<file path="src/rtl/irqg_pkg.sv">
package irqg_pkg;
   localparam int unsigned IRQG_LEVELS = 7;
   localparam int unsigned IRQG_LVL_W  = 3;

   typedef logic [IRQG_LVL_W-1:0] lvl_t;

   typedef struct packed {
      logic super_acc;
      logic prog_acc;
   } fc_status_t;

   function automatic fc_status_t decode_fc(input logic [2:0] code);
      fc_status_t s;
      s.super_acc = code[2];
      s.prog_acc  = (code[1:0] == 2'b10);
      return s;
   endfunction
endpackage

</file>
<file path="src/rtl/irqg_debounce.sv">
module irqg_debounce #(
   parameter int unsigned STABLE_CYCLES = 16,
   parameter int unsigned SYNC_STAGES   = 2
) (
   input  logic clk,
   input  logic rst_n,
   input  logic raw,
   output logic level,
   output logic rise
);
   localparam int unsigned CNT_W = (STABLE_CYCLES > 2) ? $clog2(STABLE_CYCLES) : 1;
   localparam logic [CNT_W-1:0] CNT_MAX = CNT_W'(STABLE_CYCLES - 1);

   generate
      if (STABLE_CYCLES < 2) begin : g_bad_stable
         $error("irqg_debounce: STABLE_CYCLES must be at least 2");
      end
      if (SYNC_STAGES < 2) begin : g_bad_sync
         $error("irqg_debounce: SYNC_STAGES must be at least 2");
      end
   endgenerate

   logic [SYNC_STAGES-1:0] sync_q;
   logic [CNT_W-1:0]       cnt_q;
   logic                   level_q;
   logic                   level_d1;
   logic                   samp;

   assign samp = sync_q[SYNC_STAGES-1];

   always_ff @(posedge clk or negedge rst_n) begin
      if (!rst_n) begin
         sync_q <= '0;
      end else begin
         sync_q <= {sync_q[SYNC_STAGES-2:0], raw};
      end
   end

   always_ff @(posedge clk or negedge rst_n) begin
      if (!rst_n) begin
         cnt_q    <= '0;
         level_q  <= 1'b0;
         level_d1 <= 1'b0;
      end else begin
         level_d1 <= level_q;
         if (samp != level_q) begin
            if (cnt_q == CNT_MAX) begin
               level_q <= samp;
               cnt_q   <= '0;
            end else begin
               cnt_q <= cnt_q + 1'b1;
            end
         end else begin
            cnt_q <= '0;
         end
      end
   end

   assign level = level_q;
   assign rise  = level_q & ~level_d1;

   // the debounced level moves only once the window has run out
   assert_window_before_change_R3: assert property (@(posedge clk) disable iff (!rst_n)
      (samp != level_q && cnt_q != CNT_MAX) |=> $stable(level_q));

   // a change always moves toward the synchronised sample
   assert_change_follows_sample_R3: assert property (@(posedge clk) disable iff (!rst_n)
      (samp == level_q) |=> $stable(level_q));
endmodule

</file>
<file path="src/rtl/irqg_prio_enc.sv">
module irqg_prio_enc #(
   parameter int unsigned LEVELS = 7,
   parameter int unsigned LVL_W  = 3
) (
   input  logic [LEVELS-1:0] req,
   output logic [LVL_W-1:0]  code
);
   generate
      if (LEVELS > (2**LVL_W) - 1) begin : g_bad_width
         $error("irqg_prio_enc: LVL_W too narrow for LEVELS");
      end
   endgenerate

   always_comb begin
      code = '0;
      for (int i = 0; i < LEVELS; i++) begin
         if (req[i]) code = LVL_W'(i + 1);
      end
   end
endmodule

</file>
<file path="src/rtl/irqg_ack_decode.sv">
module irqg_ack_decode #(
   parameter int unsigned       LEVELS       = 7,
   parameter int unsigned       LVL_W        = 3,
   parameter logic [LEVELS-1:0] AUTOVEC_MASK = 7'b1111000,
   parameter logic [2:0]        ACK_FC       = 3'b111
) (
   input  logic              clk,
   input  logic              rst_n,
   input  logic [2:0]        fc,
   input  logic              as_n,
   input  logic [LVL_W-1:0]  ack_lvl,
   output logic [LEVELS-1:0] iack_n,
   output logic              vpa_n
);
   logic ack_cycle;

   assign ack_cycle = rst_n && !as_n && (fc == ACK_FC);

   genvar g;
   generate
      for (g = 0; g < LEVELS; g++) begin : g_strobe
         assign iack_n[g] = ~(ack_cycle && (ack_lvl == LVL_W'(g + 1)));
      end

      if (AUTOVEC_MASK == '0) begin : g_no_autovec
         assign vpa_n = 1'b1;
      end else begin : g_autovec
         assign vpa_n = ~(|(~iack_n & AUTOVEC_MASK));
      end
   endgenerate

   // at most one acknowledge strobe at a time
   assert_single_strobe_R5: assert property (@(posedge clk) disable iff (!rst_n)
      $onehot0(~iack_n));

   // idle bus keeps every strobe high
   assert_idle_bus_R10: assert property (@(posedge clk) disable iff (!rst_n)
      as_n |-> (&iack_n && vpa_n));

   // autovector request only alongside an autovectored level
   assert_vpa_has_level_R6: assert property (@(posedge clk) disable iff (!rst_n)
      !vpa_n |-> |(~iack_n & AUTOVEC_MASK));

   // vectored levels never raise the autovector request
   assert_vectored_no_vpa_R7: assert property (@(posedge clk) disable iff (!rst_n)
      (|(~iack_n & ~AUTOVEC_MASK)) |-> vpa_n);
endmodule

</file>
<file path="src/rtl/irq_autovec_ctrl.sv">
module irq_autovec_ctrl
   import irqg_pkg::*;
#(
   parameter int unsigned                DEB_CYCLES   = 16,
   parameter int unsigned                SYNC_STAGES  = 2,
   parameter logic [IRQG_LEVELS-1:0]     AUTOVEC_MASK = 7'b1111000,
   parameter logic [2:0]                 ACK_FC       = 3'b111
) (
   input  logic                   clk,
   input  logic                   rst_n,
   input  logic [IRQG_LEVELS-2:0] irq_n,
   input  logic [IRQG_LEVELS-2:0] lvl_en,
   input  logic                   abort_btn,
   input  logic [2:0]             fc,
   input  logic                   as_n,
   input  logic [IRQG_LVL_W-1:0]  ack_lvl,
   output logic [IRQG_LVL_W-1:0]  ipl_n,
   output logic [IRQG_LEVELS-1:0] iack_n,
   output logic                   vpa_n,
   output logic                   super_n,
   output logic                   prog_n
);
   localparam int unsigned TOP_IDX = IRQG_LEVELS - 1;

   generate
      if (!AUTOVEC_MASK[TOP_IDX]) begin : g_bad_mask
         $error("irq_autovec_ctrl: the abort level must be autovectored");
      end
   endgenerate

   logic             deb_level;
   logic             deb_rise;
   logic             abort_q;
   logic [TOP_IDX:0] req_vec;
   lvl_t             enc_lvl;
   fc_status_t       fc_stat;

   irqg_debounce #(
      .STABLE_CYCLES (DEB_CYCLES),
      .SYNC_STAGES   (SYNC_STAGES)
   ) u_deb (
      .clk   (clk),
      .rst_n (rst_n),
      .raw   (abort_btn),
      .level (deb_level),
      .rise  (deb_rise)
   );

   irqg_ack_decode #(
      .LEVELS       (IRQG_LEVELS),
      .LVL_W        (IRQG_LVL_W),
      .AUTOVEC_MASK (AUTOVEC_MASK),
      .ACK_FC       (ACK_FC)
   ) u_ack (
      .clk     (clk),
      .rst_n   (rst_n),
      .fc      (fc),
      .as_n    (as_n),
      .ack_lvl (ack_lvl),
      .iack_n  (iack_n),
      .vpa_n   (vpa_n)
   );

   // abort latch: data tied high, set by clean edge, cleared by its acknowledge
   always_ff @(posedge clk or negedge rst_n) begin
      if (!rst_n) begin
         abort_q <= 1'b0;
      end else if (deb_rise) begin
         abort_q <= 1'b1;
      end else if (!iack_n[TOP_IDX]) begin
         abort_q <= 1'b0;
      end
   end

   assign req_vec = {abort_q, ~irq_n & lvl_en};

   irqg_prio_enc #(
      .LEVELS (IRQG_LEVELS),
      .LVL_W  (IRQG_LVL_W)
   ) u_enc (
      .req  (req_vec),
      .code (enc_lvl)
   );

   assign ipl_n   = rst_n ? ~enc_lvl : '1;
   assign fc_stat = decode_fc(fc);
   assign super_n = ~(rst_n && !as_n && fc_stat.super_acc);
   assign prog_n  = ~(rst_n && !as_n && fc_stat.prog_acc);

   // a set latch always presents the top level
   assert_abort_top_level_R4: assert property (@(posedge clk) disable iff (!rst_n)
      abort_q |-> (ipl_n == '0));

   // level-7 acknowledge clears the latch when no new edge competes
   assert_ack_clears_R8: assert property (@(posedge clk) disable iff (!rst_n)
      (!iack_n[TOP_IDX] && !deb_rise) |=> !abort_q);

   // a debounced edge sets the latch even against a clear
   assert_set_wins_R8: assert property (@(posedge clk) disable iff (!rst_n)
      deb_rise |=> abort_q);

   // latch only rises on a debounced edge
   assert_rise_needs_edge_R4: assert property (@(posedge clk) disable iff (!rst_n)
      $rose(abort_q) |-> $past(deb_rise));

   // status strobes silent with the bus idle
   assert_status_idle_R9: assert property (@(posedge clk) disable iff (!rst_n)
      as_n |-> (super_n && prog_n));
endmodule

</file>
<file path="config.mk">
export PLATFORM = sky130hd
export DESIGN_NAME = irq_autovec_ctrl
export DESIGN_NICKNAME = d
export VERILOG_FILES = /design/src/rtl/irqg_pkg.sv /design/src/rtl/irqg_debounce.sv /design/src/rtl/irqg_prio_enc.sv /design/src/rtl/irqg_ack_decode.sv /design/src/rtl/irq_autovec_ctrl.sv
export SDC_FILE = /design/constraint.sdc
export NUM_CORES = 1
export LEC_CHECK = 0
export ABC_AREA = 0
export ABC_CLOCK_PERIOD_IN_PS = 1700
export BUFFER_PORTS_ARGS = -buffer_cell sky130_fd_sc_hd__buf_4
export CORE_AREA = 2 2 39 41
export CTS_CLUSTER_DIAMETER = 60
export DETAILED_ROUTE_END_ITERATION = 10
export DIE_AREA = 0 0 41 43
export GPL_TIMING_DRIVEN = 0
export PLACE_DENSITY = 0.84
export SLEW_MARGIN = 15
export SYNTH_ARGS = -nofsm -noshare
export SYNTH_HDL_FRONTEND = slang
export SYNTH_SLANG_ARGS = --single-unit
</file>
<file path="constraint.sdc">
create_clock -name clk -period 1.7 [get_ports clk]
set_input_delay 0.085 -clock clk [delete_from_list [all_inputs] [get_ports clk]]
set_output_delay 0.085 -clock clk [all_outputs]
set_load 0.01 [all_outputs]
</file>
==> Flow_metrics.wiki, run 1 <==
{| class="wikitable"
! Metric !! Value
|-
| Highest routing layer actually used || met3
|-
| Worst setup EP type || output pin
|-
| Area Growth Syn to Fin || 61.19%
|-
| Hpwl dp || between 900 and 1000 um
|-
| Number of standard-cell rows in the floorplan || 14
|-
| Worst rel slew slack || 73.99%
|-
| Height of the die || roughly 43 um
|-
| Detailed router's first-iteration violation count || 10
|-
| Max-slew violation count || 0
|-
| Area fraction of the dominant cell type after synthesis || between 40% and 50%
|-
| Syn Area/Cell || ~9.1 sq um
|-
| Share of final-layout standard cells stronger than drive strength 1 || around 40%
|-
| Clock sink total || 9
|-
| Pin count of the biggest net entering global routing || 10
|-
| Total leakage power || 0.3812 nW
|-
| FF/Latch Area || approximately 230 sq um
|-
| Global Route Usage Sum || 13.47%
|-
| Startpoint of the most critical hold path || ack_lvl[2]
|-
| I/O Buffers || 34
|-
| Outcome || complete, no violations
|-
| Residual antenna-violating net count after detailed routing || 0
|-
| Count of max-cap constraint violations || 0
|-
| Initial antenna violation count || 0
|-
| Fraction of the yosys area taken by sequential cells || around 43%
|-
| Total setup buffers inserted after CTS || 0
|-
| Power density over the cells || 593.7 nW/um^2
|-
| Footprint of the multi-input gates || ~280 sq um
|-
| Post-synth net total || 81
|-
| Final wirelength || ~1200 um
|-
| Data arrival, critical path || between 1 and 1.5 ns
|-
| Synthesized area || between 500 and 600 sq um
|-
| Number of enable flip-flop cells after synthesis || 0
|-
| Commonest register cell after synthesis || dfrtp_1
|-
| Post-cts sizing count || 0
|-
| Worst reg2reg startpoint || u_deb.cnt_q[0]
|-
| Maximum clock frequency || slightly below 800 MHz
|-
| Share of flip-flops with an asynchronous set or reset after synthesis || 100.0%
|-
| Final weighted congestion of routability-driven global placement || 0.6454
|-
| Number of instances in the synthesized netlist || 58
|-
| Met2 WL post-DR || a little over 600 um
|-
| Area enclosed by the die boundary || roughly 1800 sq um
|-
| Deepest level of the CTS H-tree || 1
|-
| Classification of the worst setup path || flip-flop to output pin
|-
| Clock tree from TritonCTS || done
|-
| Final critical delay including setup and external delays || 1.288 ns
|-
| Hold_buf cts || 2
|-
| Number of vias per cell after detailed routing || just under 5
|-
| Endpoint required time on the critical path || 1.62 ns
|-
| Most common cell after layout, fill and taps aside || buf_4
|-
| Fin crit share || roughly three quarters
|-
| Type of origin of the critical path || flip-flop
|-
| Slew at the pin closest to its max-slew limit || 0.3888 ns
|-
| Clock Latency Late Sink || approximately 0.25 ns
|-
| Number of buffers inserted during clock tree synthesis || 3
|-
| Total length of routed met3 wires || between 100 and 150 um
|-
| Nets || roughly 120
|-
| Crit. Startpoint || abort_q
|-
| Worst Path Max Fanout || 4
|-
| CTS Root Buffer Type || clkbuf_4
|-
| Wire length per cell after detailed routing || roughly 11 um
|-
| Chip Width || between 40 and 50 um
|-
| Hold violation total from the final report || 0
|-
| Area of the core || about 1400 sq um
|-
| DRC errors left || 0
|-
| Number of fillers in the final layout || 119
|-
| Worst ir drop on vdd || ~0.00047 V
|-
| Number of distinct library cells after synthesis || 23
|-
| Routed metal-1 wire length || 491 um
|-
| Warnings, synthesis || 0
|-
| DR vias || 560
|-
| Hold crit path type || input port to flip-flop
|-
| Vias in the first global route || between 400 and 500
|-
| Initial core utilization || a little under two fifths
|-
| Number of flip-flops and latches in the synthesized netlist || 9
|-
| Setup Total Neg Slack || 0 ns
|-
| Number of setup violations in the final report || 0
|-
| Top-level port count || 35
|-
| Clock transition at the register clock pins on the worst setup and hold paths after CTS || about 0.05 ns
|-
| Final setup skew || about 0.0022 ns
|-
| Most area-consuming cells after synthesis || dfrtp_1 43%, nor2b_1 8.3%, inv_1 4.3%, nand2_1 4.3%, nand3_1 3.8%
|-
| Number of inserted diodes || 0
|-
| Commonest cells after routing, fill and taps aside || 34 x buf_4, 9 x dfrtp_1, 7 x nor2b_1, 6 x inv_1, 6 x nand2_1
|-
| GRT Residual Overflow || 0
|-
| First-pass GRT wire length || 1662 um
|-
| Total iterations of the first detailed-routing run || 4
|-
| Maximum buffer depth of the clock tree || 2
|-
| RSZ-0062 raised after global routing || no
|-
| Hold Slack || 0.1633 ns
|-
| Synth area leader || dfrtp_1
|}
[per-stage QoR]
stage | area (sq um) | util, % | worst slack (ns) | cells | power [mW]
floorplan | 525.5 | - | 0.5413 | 58 | 0.2819
global placement | 800.8 | 57.87 | 0.5118 | 108 | 0.3435
detailed placement | 800.8 | 57.87 | 0.4898 | 108 | 0.3473
CTS | 847.1 | 61.21 | 0.4156 | 114 | 0.5076
global route | 847.1 | 61.21 | 0.3685 | 114 | 0.5320
finish | 847.1 | 61.21 | 0.4121 | 114 | 0.5029
[registers in the layout (all words and copies together), names as in the netlist]
name	count
u_deb.level_d1	1
u_deb.sync_q	2
u_deb.cnt_q	4
u_deb.level	1
abort_q	1
[cell families after synthesis]
group | count (synthesis) | share of synthesized area, %
adder cells (fa/ha/maj) | 1 | 2.381
buffers and inverters | 6 | 4.285
AND/OR/NAND/NOR | 28 | 30.72
XOR/XNOR | 2 | 3.334
AO/OA/AOI/OAI | 11 | 14.29
flip-flops | 9 | 42.86
multiplexers | 1 | 2.143
[final timing paths]
kind | slack, ns | endpoint | cells past startpoint
min in group asynchronous | 0.33 | u_deb.level | 2
max in group asynchronous | 1.09 | u_deb.cnt_q[3] | 2
worst max-delay path | 0.41 | ipl_n[2] | 2
worst min register to register | 0.35 | u_deb.sync_q[1] | 0
worst max register to register | 0.48 | u_deb.level | 3
worst min-delay path | 0.16 | abort_q | 4
[power breakdown]
group | switching [mW] | internal [mW] | leakage, nW | total (mW)
registers | 0.00969 | 0.226 | 0.114 | 0.235
clock network | 0.0657 | 0.0899 | 0.0150 | 0.156
logic | 0.0456 | 0.0662 | 0.252 | 0.112
[worst max-delay path, stage by stage, from the launching register on]
cell and delay (ns):
dfrtp_1 0.41, o41ai_1 0.37, buf_4 0.18
[layer usage]
| metal | vias up | GRT usage, % |
|---|---|---|
| met2 | 23 | 24.06 |
| met3 | 0 | 4.712 |
| met1 | 251 | 14.58 |
| li1 | 286 | - |
| met4 | 0 | 2.000 |
| met5 | - | 0 |
[final cells by class]
type	count	share of cell area (%)
Multi-Input combinational cell	43	32.79
Clock buffer	4	3.102
Timing Repair Buffer	36	32.50
Tap cell	16	2.363
Sequential cell	9	26.59
Inverter	6	2.659
[synth_stat cells, drive strengths merged (2+ instances only)]
| cell | count |
|---|---|
| inv | 6 |
| o31ai | 2 |
| dfrtp | 9 |
| nor3 | 2 |
| nor2b | 7 |
| nand2 | 6 |
| nand3 | 4 |
| o21ai | 2 |
| a211oi | 2 |
| nand2b | 3 |
| a21oi | 2 |
| xnor2 | 2 |
| nor2 | 2 |
No activity file was read; power rests on OpenSTA's default activity.
==> inputs of run 2 (changes only) <==
ABC_AREA = 1   (was 0)
ABC_CLOCK_PERIOD_IN_PS = 1150   (was 1700)
CORE_AREA = not set   (was 2 2 39 41)
CORE_UTILIZATION = 36   (was not set)
DIE_AREA = not set   (was 0 0 41 43)
PLACE_DENSITY = 0.8   (was 0.84)
clock period = 1.15 ns   (was 1.7 ns; I/O delays follow)
==> run 2 against run 1 <==
Against the previous run: count of clock-buffer cells in the layout stayed put; via count grew 2.1%; utilization rose by 4.0 points; final cell count up 14%; highest routed layer is now met4.
==> Flow_metrics.wiki, run 2 <==
{| class="wikitable"
! Metric !! Value
|-
| Outcome || complete, no violations
|-
| I/O Buffers || 34
|-
| Clock sink total || 9
|-
| CTS Root Buffer Type || clkbuf_4
|-
| DR vias || around 570
|-
| Power density over the cells || between 800 and 900 nW/um^2
|-
| Deepest level of the CTS H-tree || 1
|-
| Number of flip-flops and latches in the synthesized netlist || 9
|-
| Worst Path Max Fanout || 2
|-
| Adder and majority cell fraction of the synthesized area || under 10%
|-
| Max-slew violation count || 0
|-
| Sequence of cells on the critical path || ha_2 > nand3_2 > mux2_2
|-
| Kind of cell adding the most delay to the critical path || flip-flops
|-
| Register with the highest flop count || u_deb.cnt_q
|-
| Maximum clock frequency || 911.4 MHz
|-
| Main combinational cell family by area after synthesis || simple AND/OR/NAND/NOR gates
|-
| Synth area leader || dfrtp_1
|-
| Chip Width || slightly above 40 um
|-
| Initial antenna violation count || 0
|-
| Number of setup violations in the final report || 0
|-
| Warnings, synthesis || 0
|-
| Residual antenna-violating net count after detailed routing || 0
|-
| Largest stage delay, worst path || around 0.38 ns
|-
| Hpwl dp || ~950 um
|-
| Number of buffers inserted during clock tree synthesis || 3
|-
| Pin count of the biggest net entering global routing || 10
|-
| Largest registers || u_deb.cnt_q x4, u_deb.sync_q x2
|-
| Number of standard-cell rows in the floorplan || 13
|-
| Syn Area/Cell || 7.456 sq um
|-
| Xor-xnor portion of the synthesized cell area || 3.175%
|-
| Clock tree from TritonCTS || done
|-
| Share of flip-flops with an asynchronous set or reset after synthesis || 100.0%
|-
| DRC errors left || 0
|-
| Total iterations of the first detailed-routing run || 4
|-
| Number of fillers in the final layout || around 130
|-
| Commonest register cell after synthesis || dfrtp_1
|-
| Worst rel slew slack || 73.09%
|-
| Area enclosed by the die boundary || between 1500 and 2000 sq um
|-
| Global Route Usage Sum || around 16%
|-
| Initial core utilization || slightly above 40%
|-
| Fraction of the yosys area taken by sequential cells || between 40% and 50%
|-
| Number of distinct library cells after synthesis || 18
|-
| Synth top cells by count || 23 x nand2_1, 14 x inv_1, 9 x dfrtp_1
|-
| Fin crit share || a little over nine tenths
|-
| Number of instances in the synthesized netlist || 74
|-
| Classification of the worst setup path || flip-flop to flip-flop
|-
| Clock transition at the register clock pins on the worst setup and hold paths after CTS || roughly 0.06 ns
|-
| Post-synth net total || 97
|-
| Max FFs per register || 4
|-
| Synthesized area || around 550 sq um
|-
| Simple-gate area share of the yosys netlist || between 30% and 40%
|-
| Dominant cell by count in the synthesized netlist || nand2_1
|-
| RSZ-0062 raised after global routing || no
|-
| Number of inserted diodes || 0
|-
| Final weighted congestion of routability-driven global placement || 0.6447
|-
| Count of max-cap constraint violations || 0
|-
| Share of final-layout standard cells stronger than drive strength 1 || between 40 and 50%
|-
| GRT Residual Overflow || 0
|-
| Hold crit path type || input port to flip-flop
|-
| Most common cell after layout, fill and taps aside || buf_4
|-
| Nets || 139
|-
| Top-level port count || 35
|-
| Detailed router's first-iteration violation count || 4
|-
| Area Growth Syn to Fin || 61.45%
|-
| Wire length per cell after detailed routing || just under 9 um
|-
| FF/Latch Area || 225.2 sq um
|-
| Worst setup EP type || flip-flop
|-
| Endpoint required time on the critical path || roughly 1.3 ns
|-
| Multiplexer share of the synthesized area || 2.041%
|-
| Slew at the pin closest to its max-slew limit || 0.4023 ns
|-
| Area of the core || roughly 1400 sq um
|-
| Fraction of the mapped netlist area in compound gates || 4.989%
|-
| Final critical delay including setup and external delays || about 1.1 ns
|-
| Worst ir drop on vdd || approximately 0.00086 V
|-
| Number of vias per cell after detailed routing || ~4.4
|-
| Post-place instance area || 825.8 sq um
|-
| Critical path's slowest cell || dfrtp_1
|-
| Vias in the first global route || between 400 and 500
|-
| Maximum buffer depth of the clock tree || 2
|-
| Type of origin of the critical path || flip-flop
|-
| Most area-consuming cells after synthesis || dfrtp_1 41%, nand2_1 16%, inv_1 9.5%, nand3_1 4.5%, nor2_1 4.1%
|-
| Total leakage power || roughly 0.48 nW
|-
| Buffers and inverters on the worst path || 0
|-
| Number of enable flip-flop cells after synthesis || 0
|-
| Setup Total Neg Slack || 0 ns
|-
| Final setup skew || roughly 0.0023 ns
|-
| Area fraction of the dominant cell type after synthesis || 40.82%
|-
| Commonest cells after routing, fill and taps aside || 35 x buf_4, 23 x nand2_1, 13 x inv_1, 9 x dfrtp_1, 6 x nor2_1
|-
| Clock Latency Late Sink || between 0.2 and 0.3 ns
|-
| Final wirelength || about 1100 um
|-
| Non-Filler Cell Area, Final || 890.9 sq um
|-
| Hold violation total from the final report || 0
|-
| Data arrival, critical path || 1.23 ns
|-
| First-pass GRT wire length || 1697 um
|-
| Footprint of the multi-input gates || approximately 280 sq um
|-
| Height of the die || 41.15 um
|}
[run 2: cell type report]
type / instances / share of cell area [%]
tap: 15 / 2.107
timing repair buffer: 37 / 31.74
multi-input combinational: 49 / 31.18
sequential: 9 / 25.28
inverter: 16 / 6.742
clock buffer: 4 / 2.949
[run 2: cells by family (layout without fill, tap and decap cells)]
group / after synthesis / count (layout)
multiplexers: 1 / 1
buffers and inverters: 16 / 57
XOR/XNOR: 2 / 2
flip-flops: 9 / 9
adder cells (fa/ha/maj): 1 / 1
AND/OR/NAND/NOR: 40 / 40
AO/OA/AOI/OAI: 5 / 5
[run 2: per-stage QoR]
stage / instances / total power [mW] / hold slack, ns / setup WS, ns / utilization, %
floorplan: 74 / 0.4184 / -0.2381 / 0.01526 / -
global placement: 123 / 0.5108 / -0.1012 / -0.02201 / 60.44
detailed placement: 123 / 0.5152 / -0.09840 / -0.03553 / 60.44
CTS: 130 / 0.7588 / 0.1811 / 0.003846 / 64.74
global route: 130 / 0.8080 / 0.2439 / 0.001448 / 65.20
finish: 130 / 0.7528 / 0.1803 / 0.05284 / 65.20
[run 2: path summary, 6_finish.rpt]
| kind | cells past startpoint | end | slack [ns] | start |
|---|---|---|---|---|
| hold reg to reg | 0 | u_deb.sync_q[1] | 0.36 | u_deb.sync_q[0] |
| setup reg to reg | 3 | u_deb.level | 0.05 | u_deb.cnt_q[0] |
| hold / removal | 6 | abort_q | 0.18 | ack_lvl[0] |
| max in group asynchronous | 2 | u_deb.cnt_q[1] | 0.56 | rst_n |
| min in group asynchronous | 2 | abort_q | 0.30 | rst_n |
| setup / recovery | 3 | u_deb.level | 0.05 | u_deb.cnt_q[0] |
[run 2: worst register-to-register path, delay by kind of cell (launching register included)]
| family | cells | cell delay [ns] |
|---|---|---|
| fa+ha+maj | 1 | 0.20 |
| flops | 1 | 0.38 |
| simple gates | 1 | 0.08 |
| mux | 1 | 0.32 |
[run 2: routing by layer]
metal  track usage [%]  part of all wire (%)
met1             15.49                    39
met2             30.86                    52
met3             3.261                   7.8
met4             7.258                   1.2
met5                 0                     0
[run 2: power by group]
| part | internal, mW | total (mW) | switching, mW |
|---|---|---|---|
| clock | 0.133 | 0.232 | 0.0990 |
| combinational | 0.0964 | 0.177 | 0.0802 |
| sequential | 0.334 | 0.344 | 0.0106 |
[run 2: timing repair]
action | CTS | global route
resized for setup | 1 | 5
hold buffers | 2 | 0
setup buffers | 1 | 0
endpoints found under the hold margin | 10 | 0
pin swaps | 0 | 2
setup endpoints to repair | 1 | 4
==> inputs of run 3 (changes only) <==
GPL_ROUTABILITY_DRIVEN = 1   (was not set)
GPL_TIMING_DRIVEN = not set   (was 0)
==> run 3 against run 2 <==
Against the previous run: first-iteration DRC count shrank 25%; die area is the same; fmax fell by 0.68%; total power rose by 3.7%; setup slack worse by 0.0075 ns; wire length grew 15%; final cell count up 2.3%; combinational power is 6% higher; critical path depth is the same; sequential power barely moved.
==> Flow_metrics.wiki, run 3 (same netlist as run 2, synthesis figures left out) <==
{| class="wikitable"
! Metric !! Value
|-
| Outcome || complete, no violations
|-
| Number of vias per cell after detailed routing || roughly 4.6
|-
| Clock transition at the register clock pins on the worst setup and hold paths after CTS || 0.07 ns
|-
| Setup Total Neg Slack || 0 ns
|-
| Pin count of the biggest net entering global routing || 10
|-
| DR vias || a little over 600
|-
| Number of buffers inserted during clock tree synthesis || 3
|-
| Area Growth Syn to Fin || 65.53%
|-
| Number of setup violations in the final report || 0
|-
| Combinational Power Share || about 24%
|-
| Footprint of the multi-input gates || 276.5 sq um
|-
| Worst rel slew slack || between 70% and 80%
|-
| Data arrival, critical path || 1.26 ns
|-
| Nets || between 100 and 150
|-
| Max FFs per register || 4
|-
| Register with the highest flop count || u_deb.cnt_q
|-
| Chip Width || 41.15 um
|-
| DRC errors left || 0
|-
| Relative contribution of the clock network to total power || a little under a third
|-
| Global Route Usage Sum || ~17%
|-
| Critical path's slowest cell || dfrtp_1
|-
| Max-slew violation count || 0
|-
| Final wirelength || 1315 um
|-
| Largest registers || u_deb.cnt_q x4, u_deb.sync_q x2
|-
| Type of origin of the critical path || flip-flop
|-
| Area enclosed by the die boundary || 1693 sq um
|-
| Endpoint required time on the critical path || roughly 1.3 ns
|-
| Count of max-cap constraint violations || 0
|-
| First-pass GRT wire length || between 1500 and 2000 um
|-
| Internal power summed over all cells || 0.5658 mW
|-
| Total iterations of the first detailed-routing run || 4
|-
| Wire length per cell after detailed routing || approximately 9.9 um
|-
| Largest stage delay, worst path || 0.38 ns
|-
| Clock sink total || 9
|-
| Worst ir drop on vdd || 0.0006751 V
|-
| Detailed router's first-iteration violation count || 3
|-
| Initial antenna violation count || 0
|-
| Classification of the worst setup path || flip-flop to flip-flop
|-
| Maximum buffer depth of the clock tree || 2
|-
| I/O Buffers || 34
|-
| Fin crit share || 96.06%
|-
| Commonest cells after routing, fill and taps aside || 38 x buf_4, 22 x nand2_1, 14 x inv_1, 9 x dfrtp_1, 6 x nor2_1
|-
| Hpwl dp || 1027 um
|-
| CTS Root Buffer Type || clkbuf_4
|-
| Final setup skew || roughly 0.005 ns
|-
| Deepest level of the CTS H-tree || 1
|-
| Area of the core || 1366 sq um
|-
| Number of inserted diodes || 0
|-
| Final critical delay including setup and external delays || approximately 1.1 ns
|-
| Clock tree from TritonCTS || done
|-
| Total leakage power || approximately 0.50 nW
|-
| Final weighted congestion of routability-driven global placement || around 0.67
|-
| Residual antenna-violating net count after detailed routing || 0
|-
| Switch Pwr || between 0.2 and 0.25 mW
|-
| Switching fraction of total power || between 20 and 30%
|-
| Number of standard-cell rows in the floorplan || 13
|-
| Place WS || 0.004955 ns
|-
| Maximum clock frequency || about 910 MHz
|-
| Share of final-layout standard cells stronger than drive strength 1 || between 40% and 50%
|-
| Worst setup EP type || flip-flop
|-
| Slew at the pin closest to its max-slew limit || between 0.3 and 0.4 ns
|-
| Setup slack of the most critical reg-to-reg path || 0.05 ns
|-
| FF/Latch Area || about 230 sq um
|-
| Total Power || just under 0.8 mW
|-
| Initial core utilization || a little over 40%
|-
| Hold crit path type || input port to flip-flop
|-
| Sequential power share || approximately 44%
|-
| Vias in the first global route || approximately 500
|-
| Clock Latency Late Sink || between 0.2 and 0.3 ns
|-
| Hold Slack || between 0.15 and 0.2 ns
|-
| Hold violation total from the final report || 0
|-
| Sequence of cells on the critical path || ha_2 > nand3_2 > mux2_2
|-
| Height of the die || 41.15 um
|-
| Setup slack of the critical path after layout || around 0.045 ns
|-
| Worst Path Max Fanout || 2
|-
| GRT Residual Overflow || 0
|-
| Core occupancy in the finished layout || about two thirds
|-
| Power density over the cells || 854.5 nW/um^2
|-
| Most common cell after layout, fill and taps aside || buf_4
|-
| RSZ-0062 raised after global routing || yes
|-
| Number of fillers in the final layout || around 120
|-
| Top-level port count || 35
|}
## run 3: cell types whose count changed in the layout (fill, tap and decap cells not counted), sizes merged
cell and change:
clkinv +1, buf +3, clkbuf -1
## run 3: area by class of cell
class                   instances  area share (%)
inverters                      16           6.575
flip-flops and latches          9           24.66
repair buffers                 40           33.42
well taps                      15           2.055
clock buffers                   3           2.466
clock inverters                 1          0.5479
multi-input cells              49           30.27
## run 3: routing by layer
layer	vias to the layer above	global-route usage [%]	routed length (um)
li1	309	-	-
met1	268	17.91	480
met2	28	29.30	685
met3	5	6.522	120
met4	0	9.677	29
met5	-	0	0
## run 3: path summary, 6_finish.rpt
path                                  from              end  depth (start not counted)
max in group asynchronous            rst_n      u_deb.level                          3
setup / recovery            u_deb.cnt_q[0]      u_deb.level                          3
min in group asynchronous            rst_n   u_deb.cnt_q[2]                          3
hold / removal                  ack_lvl[0]          abort_q                          6
setup reg to reg            u_deb.cnt_q[0]      u_deb.level                          3
hold reg to reg            u_deb.sync_q[0]  u_deb.sync_q[1]                          0
## run 3: timing repair
item | 4_1_cts | 5_1_grt
hold endpoints to repair | 10 | 0
hold buffers | 2 | 0
buffers inserted | 1 | 0
resized for setup | 1 | 4
endpoints found under the setup margin | 2 | 4
pin swaps | 0 | 2
## run 3: worst max-delay path, delay by kind of cell (launching register included)
kind,cells,cell delay [ns]
adder cells (fa/ha/maj),1,0.20
flip-flops,1,0.38
multiplexers,1,0.33
AND/OR/NAND/NOR,1,0.08
## run 3: power groups by stage
stage | sequential, mW | clock [mW] | combinational (mW)
after floorplan | 0.347 | 0 | 0.0713
after global placement | 0.348 | 0 | 0.171
after detailed placement | 0.349 | 0 | 0.176
after CTS | 0.342 | 0.261 | 0.187
after global routing | 0.345 | 0.277 | 0.212
final | 0.344 | 0.249 | 0.188
## run 3: metrics by stage
stage	instance area, sq um	std cells
2_1_floorplan	551.8	74
3_3_place_gp	848.3	126
3_5_place_dp	848.3	126
4_1_cts	903.4	133
5_1_grt	913.4	133
6_report	913.4	133
